`src/rtl/pc_loader_pkg.sv`:
```
package pc_loader_pkg;

    typedef enum logic [2:0] {
        SRC_STEP  = 3'd0,
        SRC_JUMP  = 3'd1,
        SRC_CALL  = 3'd2,
        SRC_LOWWR = 3'd3,
        SRC_RET   = 3'd4
    } pc_src_e;

endpackage

```
`src/rtl/pc_incr.sv`:
```
module pc_incr #(
    parameter int W = 10
) (
    input  logic [W-1:0] cur,
    output logic [W-1:0] nxt
);

    always_comb begin
        nxt = cur + W'(1);
    end

endmodule

```
`src/rtl/pc_target_mux.sv`:
```
module pc_target_mux
    import pc_loader_pkg::*;
#(
    parameter int JMP_W = 9,
    parameter int LOW_W = 8,
    parameter int PG_W  = 1,
    localparam int PC_W = JMP_W + PG_W,
    localparam int GAP  = JMP_W - LOW_W
) (
    input  logic [2:0]       src_sel,
    input  logic [PC_W-1:0]  step_val,
    input  logic [JMP_W-1:0] addr_field,
    input  logic [LOW_W-1:0] low_byte,
    input  logic [PG_W-1:0]  page_bit,
    input  logic [PC_W-1:0]  ret_addr,
    output logic [PC_W-1:0]  nxt
);

    pc_src_e src;

    always_comb begin
        src = pc_src_e'(src_sel);
    end

    always_comb begin
        unique case (src)
            SRC_JUMP:  nxt = {page_bit, addr_field};
            SRC_CALL:  nxt = {page_bit, {GAP{1'b0}}, addr_field[LOW_W-1:0]};
            SRC_LOWWR: nxt = {page_bit, {GAP{1'b0}}, low_byte};
            SRC_RET:   nxt = ret_addr;
            default:   nxt = step_val;
        endcase
    end

endmodule

```
`src/rtl/paged_pc_loader.sv`:
```
module paged_pc_loader
    import pc_loader_pkg::*;
#(
    parameter int PAGE_WORDS = 512,
    parameter int PAGES      = 2,
    parameter int LOW_W      = 8,
    localparam int JMP_W     = $clog2(PAGE_WORDS),
    localparam int PG_W      = $clog2(PAGES),
    localparam int PC_W      = JMP_W + PG_W
) (
    input  logic             clk,
    input  logic             rst,
    input  logic             cyc_en,
    input  logic [2:0]       src_sel,
    input  logic [JMP_W-1:0] addr_field,
    input  logic [LOW_W-1:0] low_byte,
    input  logic [PG_W-1:0]  page_bit,
    input  logic [PC_W-1:0]  ret_addr,
    output logic [PC_W-1:0]  pc_o,
    output logic [PC_W-1:0]  pc_plus1_o
);

    localparam logic [PC_W-1:0] RESET_PC = '1;

    logic [PC_W-1:0] pc_q;
    logic [PC_W-1:0] pc_inc;
    logic [PC_W-1:0] pc_nxt;

    pc_incr #(.W(PC_W)) u_incr (
        .cur (pc_q),
        .nxt (pc_inc)
    );

    pc_target_mux #(
        .JMP_W (JMP_W),
        .LOW_W (LOW_W),
        .PG_W  (PG_W)
    ) u_mux (
        .src_sel    (src_sel),
        .step_val   (pc_inc),
        .addr_field (addr_field),
        .low_byte   (low_byte),
        .page_bit   (page_bit),
        .ret_addr   (ret_addr),
        .nxt        (pc_nxt)
    );

    always_ff @(posedge clk) begin
        if (rst) begin
            pc_q <= RESET_PC;
        end else if (cyc_en) begin
            pc_q <= pc_nxt;
        end
    end

    always_comb begin
        pc_o       = pc_q;
        pc_plus1_o = pc_inc;
    end

    // reset wins over every source
    a_r1_reset_vector: assert property (@(posedge clk)
        rst |=> (pc_o == RESET_PC));

    a_r2_hold_when_idle: assert property (@(posedge clk) disable iff (rst)
        !cyc_en |=> $stable(pc_o));

    a_r3_step_advances: assert property (@(posedge clk) disable iff (rst)
        (cyc_en && src_sel == 3'd0) |=> (pc_o == PC_W'($past(pc_o) + PC_W'(1))));

    a_r5_call_bit8_clear: assert property (@(posedge clk) disable iff (rst)
        (cyc_en && src_sel == 3'd2) |=> (pc_o[JMP_W-1] == 1'b0));

    a_r7_return_load: assert property (@(posedge clk) disable iff (rst)
        (cyc_en && src_sel == 3'd4) |=> (pc_o == $past(ret_addr)));

endmodule

```
`config.mk`:
```
export PLATFORM = sky130hd
export DESIGN_NAME = paged_pc_loader
export DESIGN_NICKNAME = d
export VERILOG_FILES = /design/src/rtl/pc_loader_pkg.sv /design/src/rtl/pc_incr.sv /design/src/rtl/pc_target_mux.sv /design/src/rtl/paged_pc_loader.sv
export SDC_FILE = /design/constraint.sdc
export NUM_CORES = 1
export LEC_CHECK = 0
export CORE_ASPECT_RATIO = 1.25
export CORE_UTILIZATION = 37
export DETAILED_ROUTE_END_ITERATION = 8
export DONT_BUFFER_PORTS = 1
export GPL_ROUTABILITY_DRIVEN = 0
export PLACE_DENSITY = 0.49
export SLEW_MARGIN = 10
export SYNTH_ARGS = -nofsm -noshare
export SYNTH_HDL_FRONTEND = slang
export SYNTH_SLANG_ARGS = --single-unit
export TNS_END_PERCENT = 5
```
`constraint.sdc`:
```
create_clock -name clk -period 3.05 [get_ports clk]
set_clock_uncertainty 0.2 [all_clocks]
set_input_delay 0.305 -clock clk [delete_from_list [all_inputs] [get_ports clk]]
set_output_delay 0.305 -clock clk [all_outputs]
set_load 0.02 [all_outputs]
```
# Word-level counts from Yosys, hierarchy flattened

Cells that the tools add are included.

Register bits: 10
Output and inout port bits: 20

$add $sub $neg: 1
Equal/unequal tests: 4
Multiplexer cells: 1

Operators by type and width:

| operator                | count |
|---|---|
| $pmux W10 S4            | 1 |
| $add A10 B1 Y10 const B | 1 |
| $eq A3 B2 Y1 const B    | 2 |
| $eq A3 B1 Y1 const B    | 1 |
| $eq A3 B3 Y1 const B    | 1 |

# Logic depth before layout (Yosys ltp)

Gate-level depths: netlist of run 1.

Depth in word-level cells: 2
Mapped depth: 7
Depth with buffers taken out: 6

# By module

From an unflattened synthesis of run 1, not the netlist that was laid out.

Cells, all modules: 114
Area, all modules: 1039.7 µm²

Modules (own cells, without submodules):

| module          | times used | cells an instance | area an instance (µm²) |
|---|---|---|---|
| pc_target_mux   | 1          | 57                | 494.2 |
| paged_pc_loader | 1          | 33                | 381.6 |
| pc_incr         | 1          | 24                | 163.9 |

# Worst setup path before layout of run 1

No wires, ideal clock.

Path type: register to output
From: register pc_q[0] (netlist: pc_o[0])
To: output pc_plus1_o[8]
Data arrival time: 1.638 ns
Required time: 2.545 ns
Path slack: 0.907 ns
Stages on the path, launching flop included: 6
Buffers on the path: 0
Cell sequence: dfxtp_1 ha_1 nand3_1 nor2_1 nand2_1 xnor2_1

Cells in the longest elaborated chain, start to end: 1

RTL lines:

| item                     | line                  | source |
|---|---|---|
| start: declaration       | paged_pc_loader.sv:25 | `logic [PC_W-1:0] pc_q;` |
| start signal: assignment | paged_pc_loader.sv:52 | `pc_q <= pc_nxt;` |
| $add A10 B1 Y10          | pc_incr.sv:9          | `nxt = cur + W'(1);` |
| end: declaration         | paged_pc_loader.sv:20 | `output logic [PC_W-1:0] pc_plus1_o` |

No other way between the ends.

# Final worst setup path of run 1

Same ends and word-level chain as after synthesis.

==> results.yml, run 1 <==
cts:
  cts-resized-gates: 0
  hold_buffers: 3
  path_clk_slew_ns: 0.07
  clock-sinks: 10
  cts_max_path_buffers: 2
  cts_buffers: 3
  cts_tree: "built"
  clk_latency_ns: 0.27
  cts-root-buf: "clkbuf_4"
  htreeDepth: 1
  postCtsSetupRepairBufs: 0
layout:
  nets: 167
  utilization_pct: 41.9
  drive_gt1_share_pct: 6.11
  regArea_um2: 200
  diodes: 0
  layout_common_cells: "19 x a21oi_1, 13 x o21ai_0, 11 x nor2_1, 10 x dfxtp_1, 8 x nand2_1"
  multi_input_area_um2: 718
  fill_cells: 270
  largest_reg_flops: 10
  final_common_cell: "a21oi_1"
  area_growth_pct: 5.07
synth:
  synthCells: 133
  ys.flop_type: "dfxtp_1"
  seq_area_frac_synth_pct: 20.3
  synth.avg_cell_area_um2: 7.42
  yosys_warnings: 0
  syn_area_um2: 987
  synth_edf_count: 0
  async_reset_ff_share_pct: 0
  ys_ff_latch: 10
  synthesis.nets: 168
  synth_cell_types: 35
timing:
  max_freq_ghz: 0.372
  min_period_ns: 2.69
  fin_crit_sh_pct: 88.1
  final.setup.tns_ns: 0
  maxSlewViolCount: 0
  tightestPinTransition_ns: 0.571
  finalHoldViolations: 0
  grt_setup_unrepaired: "false"
  slew_headroom_pct: 61.7
  setup_viol: 0
drt:
  totalWireLength_um: 2460
  route.detailed.drc: 0
  detailedRoute.firstIterationViolations: 18
  vias: 961
  drtPass1Iterations: 4
  ant_nets: 0
  vias_per_cell: 5.86
  wl_per_cell_um: 15.0
placement:
  io_buffers: 0
  hpwlAfterDp_um: 1980
die:
  initial_utilization_pct: 39.8
  die_y_um: 59.8
  rows: 20
  core-area_um2: 2480
  io_pins: 54
  fp.dieW_um: 48.2
  die_area_um2: 2880
pwr:
  p_leak_nw: 0.385
  irDropWorstVdd_uv: 158
  power_density_nw_per_um2: 488
setup_path:
  crit_type: "reg -> out"
  reg2reg_from: "pc_o[0]"
  slowest_delay_ns: 0.55
  crit_path_cell_trace: "ha_1 > nand3_1 > nor2_1 > nand2_1 > xnor2_1"
  rrSetupSlack_ns: 0.57
  slowest_stage: "dfxtp_1"
  worstPathArrival_ns: 2.18
  cp.required_ns: 2.54
  ff2ff_path_depth: 7
  path_max_fanout: 7
  cp-end-kind: "output port"
  startpoint_type: "flop"
  timing.rr.end: "pc_o[1]"
worst_hold_path:
  hold_start: "cyc_en"
  min_to: "pc_o[7]"
  whs_path_depth: 3
  hp-class: "in -> reg"
run:
  max-cap-violations: 0
global_routing:
  grt_overflow: 0
  antenna_found_initial: 0
  grt_usage_pct: 17.8
  grt_pass1_wl_um: 3620
  grt_pass1_vias: 814
  grt_max_degree: 22
outcome:
  status: "finished clean"
==> stage by stage <==
step	worst slack (ns)	cell area, µm²	instances	total power, mW	hold WS [ns]
3_3_place_gp	0.719	971	157	0.381	0.212
2_1_floorplan	0.907	987	133	0.369	0.323
3_5_place_dp	0.641	971	157	0.383	0.209
4_1_cts	0.341	1040	164	0.510	0.0359
6_report	0.363	1040	164	0.506	0.0374
5_1_grt	0.191	1040	164	0.542	0.0640
==> metal layers <==
layer  GRT usage [%]  part of all wire, %  vias up
met5               0                    0        -
met4            7.14                  1.6        0
met3            2.72                  6.7        5
met2            28.2                   47       53
met1            23.2                   44      418
li1                -                    -      485
==> how the worst max path moves through the flow <==
stage	depth (start not counted)	start	to	slack [ns]
finish	5	pc_o[0]	pc_plus1_o[8]	0.36
global route	5	pc_o[0]	pc_plus1_o[8]	0.19
CTS	5	pc_o[0]	pc_plus1_o[8]	0.34
detailed placement	5	pc_o[0]	pc_plus1_o[8]	0.64
global placement	5	pc_o[0]	pc_plus1_o[8]	0.72
floorplan	5	pc_o[0]	pc_plus1_o[8]	0.91
==> critical path, delay by kind of cell, from the launching register on <==
family / cells / cell delay, ns
AND/OR/NAND/NOR: 3 / 0.58
flip-flops: 1 / 0.55
XOR/XNOR: 1 / 0.49
adder cells (fa/ha/maj): 1 / 0.29
==> cells by family (layout without fill, tap and decap cells) <==
kind of cell,count (synthesis),count (layout),share of synthesized area (%)
xor+xnor,11,11,11.7
mux,8,8,8.24
fa+ha+maj,1,1,1.27
compound gates,47,47,28.6
flops,10,10,20.3
simple gates,44,44,22.9
buf+inv,12,10,6.97
==> power breakdown <==
part | switching, mW | internal, mW
logic | 0.125 | 0.0729
clock network | 0.0498 | 0.0726
registers | 0.0404 | 0.145
==> layout make-up <==
class | instances | area share (%)
multi-input combinational | 111 | 69.2
clock buffer | 4 | 3.50
timing repair buffer | 3 | 2.90
sequential | 10 | 19.3
inverter | 3 | 1.09
tap | 33 | 3.98
==> cell usage after synthesis, types with 2 or more instances <==
cell,number,area (µm²)
o21ai_0,13,65.1
buf_2,4,20.0
nand3_1,6,30.0
clkbuf_1,2,7.51
nand2_1,8,30.0
nand2b_1,2,12.5
mux2i_1,7,70.1
a211oi_1,2,15.0
xnor2_1,5,43.8
dfxtp_1,10,200
inv_1,3,11.3
o31a_1,2,17.5
xor2_1,5,43.8
nand3b_1,3,22.5
nor2_1,11,41.3
o22ai_1,3,18.8
a2bb2oi_1,3,26.3
nor3_1,6,30.0
a21oi_1,19,95.1
buf_6,2,22.5
o32a_1,2,20.0
nand4_1,2,12.5
Note: power is estimated with default switching activity, not from simulation.
==> run 2: changes to the inputs <==
==> constraint.sdc (replaced) <==
create_clock -name clk -period 3.05 [get_ports clk]
set_clock_uncertainty 0.2 [all_clocks]
set_input_delay 0.305 -clock clk [delete_from_list [all_inputs] [get_ports clk]]
set_output_delay 0.305 -clock clk [all_outputs]
set_load 0.01 [all_outputs]
==> run 2 against run 1 <==
Routed wire length increased by 4.6%. Critical path depth increased by 2. Worst hold slack got worse by 0.035 ns. Global-route usage increased by 0.47 points. Cell area increased by 0.97%. Clock power about the same. Maximum frequency increased by 8.2%. First-iteration DRC count decreased by 22%. Sequential power decreased by 5%. Critical endpoint is now pc_o[6]. Largest cell class unchanged.
==> results.yml, run 2 (same netlist as run 1, synthesis figures left out) <==
setup_path:
  reg2reg_from: "pc_o[0]"
  crit_family: "simple AND/OR/NAND/NOR gates"
  rrSetupSlack_ns: 0.57
  cp.required_ns: 3.01
  crit_type: "reg -> reg"
  crit_path_cell_trace: "ha_1 > nand3_1 > nor2_1 > a21oi_1 > nor3_1 > a21oi_1 > dlygate4sd3_1"
  path_depth: 7
  ff2ff_path_depth: 7
  slowest_stage: "dlygate4sd3_1"
  worstPathArrival_ns: 2.45
  slowest_delay_ns: 0.55
  cp-startpoint: "pc_o[0]"
  timing.rr.end: "pc_o[6]"
  path_max_fanout: 7
  startpoint_type: "flop"
  cp-endpoint: "pc_o[6]"
  crit_top_cell: "a21oi_1"
  path_buf_inv: 1
  cp-end-kind: "flop"
die:
  initial_utilization_pct: 39.8
  die_y_um: 59.8
  die_area_um2: 2880
  rows: 20
  fp.dieW_um: 48.2
  core-area_um2: 2480
  io_pins: 54
cts:
  cts_max_path_buffers: 2
  htreeDepth: 1
  cts-root-buf: "clkbuf_4"
  path_clk_slew_ns: 0.08
  clock-sinks: 10
  clk_latency_ns: 0.27
  cts_buffers: 3
  cts-resized-gates: 0
  cts_tree: "built"
timing:
  fin_crit_sh_pct: 81.5
  grt_setup_unrepaired: "false"
  min_period_ns: 2.48
  slew_headroom_pct: 63.3
  setup_viol: 0
  fin_hold_ws_ns: 0.00217
  max_freq_ghz: 0.403
  maxSlewViolCount: 0
  tightestPinTransition_ns: 0.547
  finalHoldViolations: 0
  final.setup.tns_ns: 0
global_routing:
  grtUsageMet3_pct: 3.32
  grt_overflow: 0
  grt_pass1_wl_um: 3770
  grtUsageMet2_pct: 29.9
  grt_max_degree: 22
  grt_usage_pct: 18.2
  met1_usage_pct: 23.7
  antenna_found_initial: 0
  grt_pass1_vias: 847
  top_usage_layer: "met2"
drt:
  ant_nets: 0
  route.detailed.drc: 0
  vias: 957
  wl_per_cell_um: 15.6
  vias_per_cell: 5.80
  totalWireLength_um: 2570
  drtPass1Iterations: 4
  detailedRoute.firstIterationViolations: 14
worst_hold_path:
  hp-class: "in -> reg"
layout:
  layout_common_cells: "19 x a21oi_1, 13 x o21ai_0, 11 x nor2_1, 10 x dfxtp_1, 8 x nand2_1"
  largest_reg_flops: 10
  instances_no_fill: 165
  fill_cells: 263
  nets: 168
  final_common_cell: "a21oi_1"
  drive_gt1_share_pct: 6.06
  diodes: 0
  area_growth_pct: 6.08
placement:
  io_buffers: 0
  place_inst: 157
  hpwlAfterDp_um: 2010
run:
  max-cap-violations: 0
pwr:
  power_density_nw_per_um2: 451
  irDropWorstVdd_uv: 137
  p_leak_nw: 0.389
  power_uw: 472
outcome:
  status: "finished clean"
run 2: cell count changes in the layout (fill, tap and decap cells not counted):
cell,previous run,this run
dlygate4sd3_1,3,4
run 2: worst register-to-register path: stages, from the launching register on:
cell,delay [ns]
dfxtp_1,0.48
ha_1,0.27
nand3_1,0.19
nor2_1,0.27
a21oi_1,0.10
nor3_1,0.23
a21oi_1,0.07
dlygate4sd3_1,0.55
run 2: repair_timing:
action / in CTS / in global routing
hold buffers: 2 / 2
hold endpoints to repair: 8 / 1
setup buffers: 0 / 0
run 2: layout make-up:
cell class	instances	area, µm²	area share [%]
inverters	3	11.3	1.08
clock buffers	4	36.3	3.46
repair buffers	4	40.0	3.82
well taps	33	41.3	3.94
flip-flops and latches	10	200	19.1
multi-input cells	111	718	68.6
run 2: report_power, final:
group	leakage, nW	internal, mW	switching, mW
Combinational	0.285	0.0738	0.0992
Clock	0.0210	0.0725	0.0519
Sequential	0.0831	0.145	0.0296
run 2: routing by layer:
metal  wire [µm]  part of all wire, %
met3         182                  7.1
met2        1180                   46
met4          23                 0.89
met1        1190                   46
met5           0                    0
run 2: per-stage QoR:
stage               cell area, µm²  util [%]  setup WS (ns)
floorplan                      987         -           1.13
global placement               971      39.2          0.963
detailed placement             971      39.2          0.903
CTS                           1030      41.5          0.608
global route                  1050      42.3          0.354
finish                        1050      42.3          0.566
run 2: worst min path at each step:
stage | start | to | depth (start not counted)
finish | src_sel[2] | pc_o[1] | 2
global route | src_sel[2] | pc_o[1] | 2
floorplan | ret_addr[0] | pc_o[0] | 2
global placement | rst | pc_o[9] | 2
detailed placement | rst | pc_o[1] | 2
CTS | src_sel[2] | pc_o[1] | 2
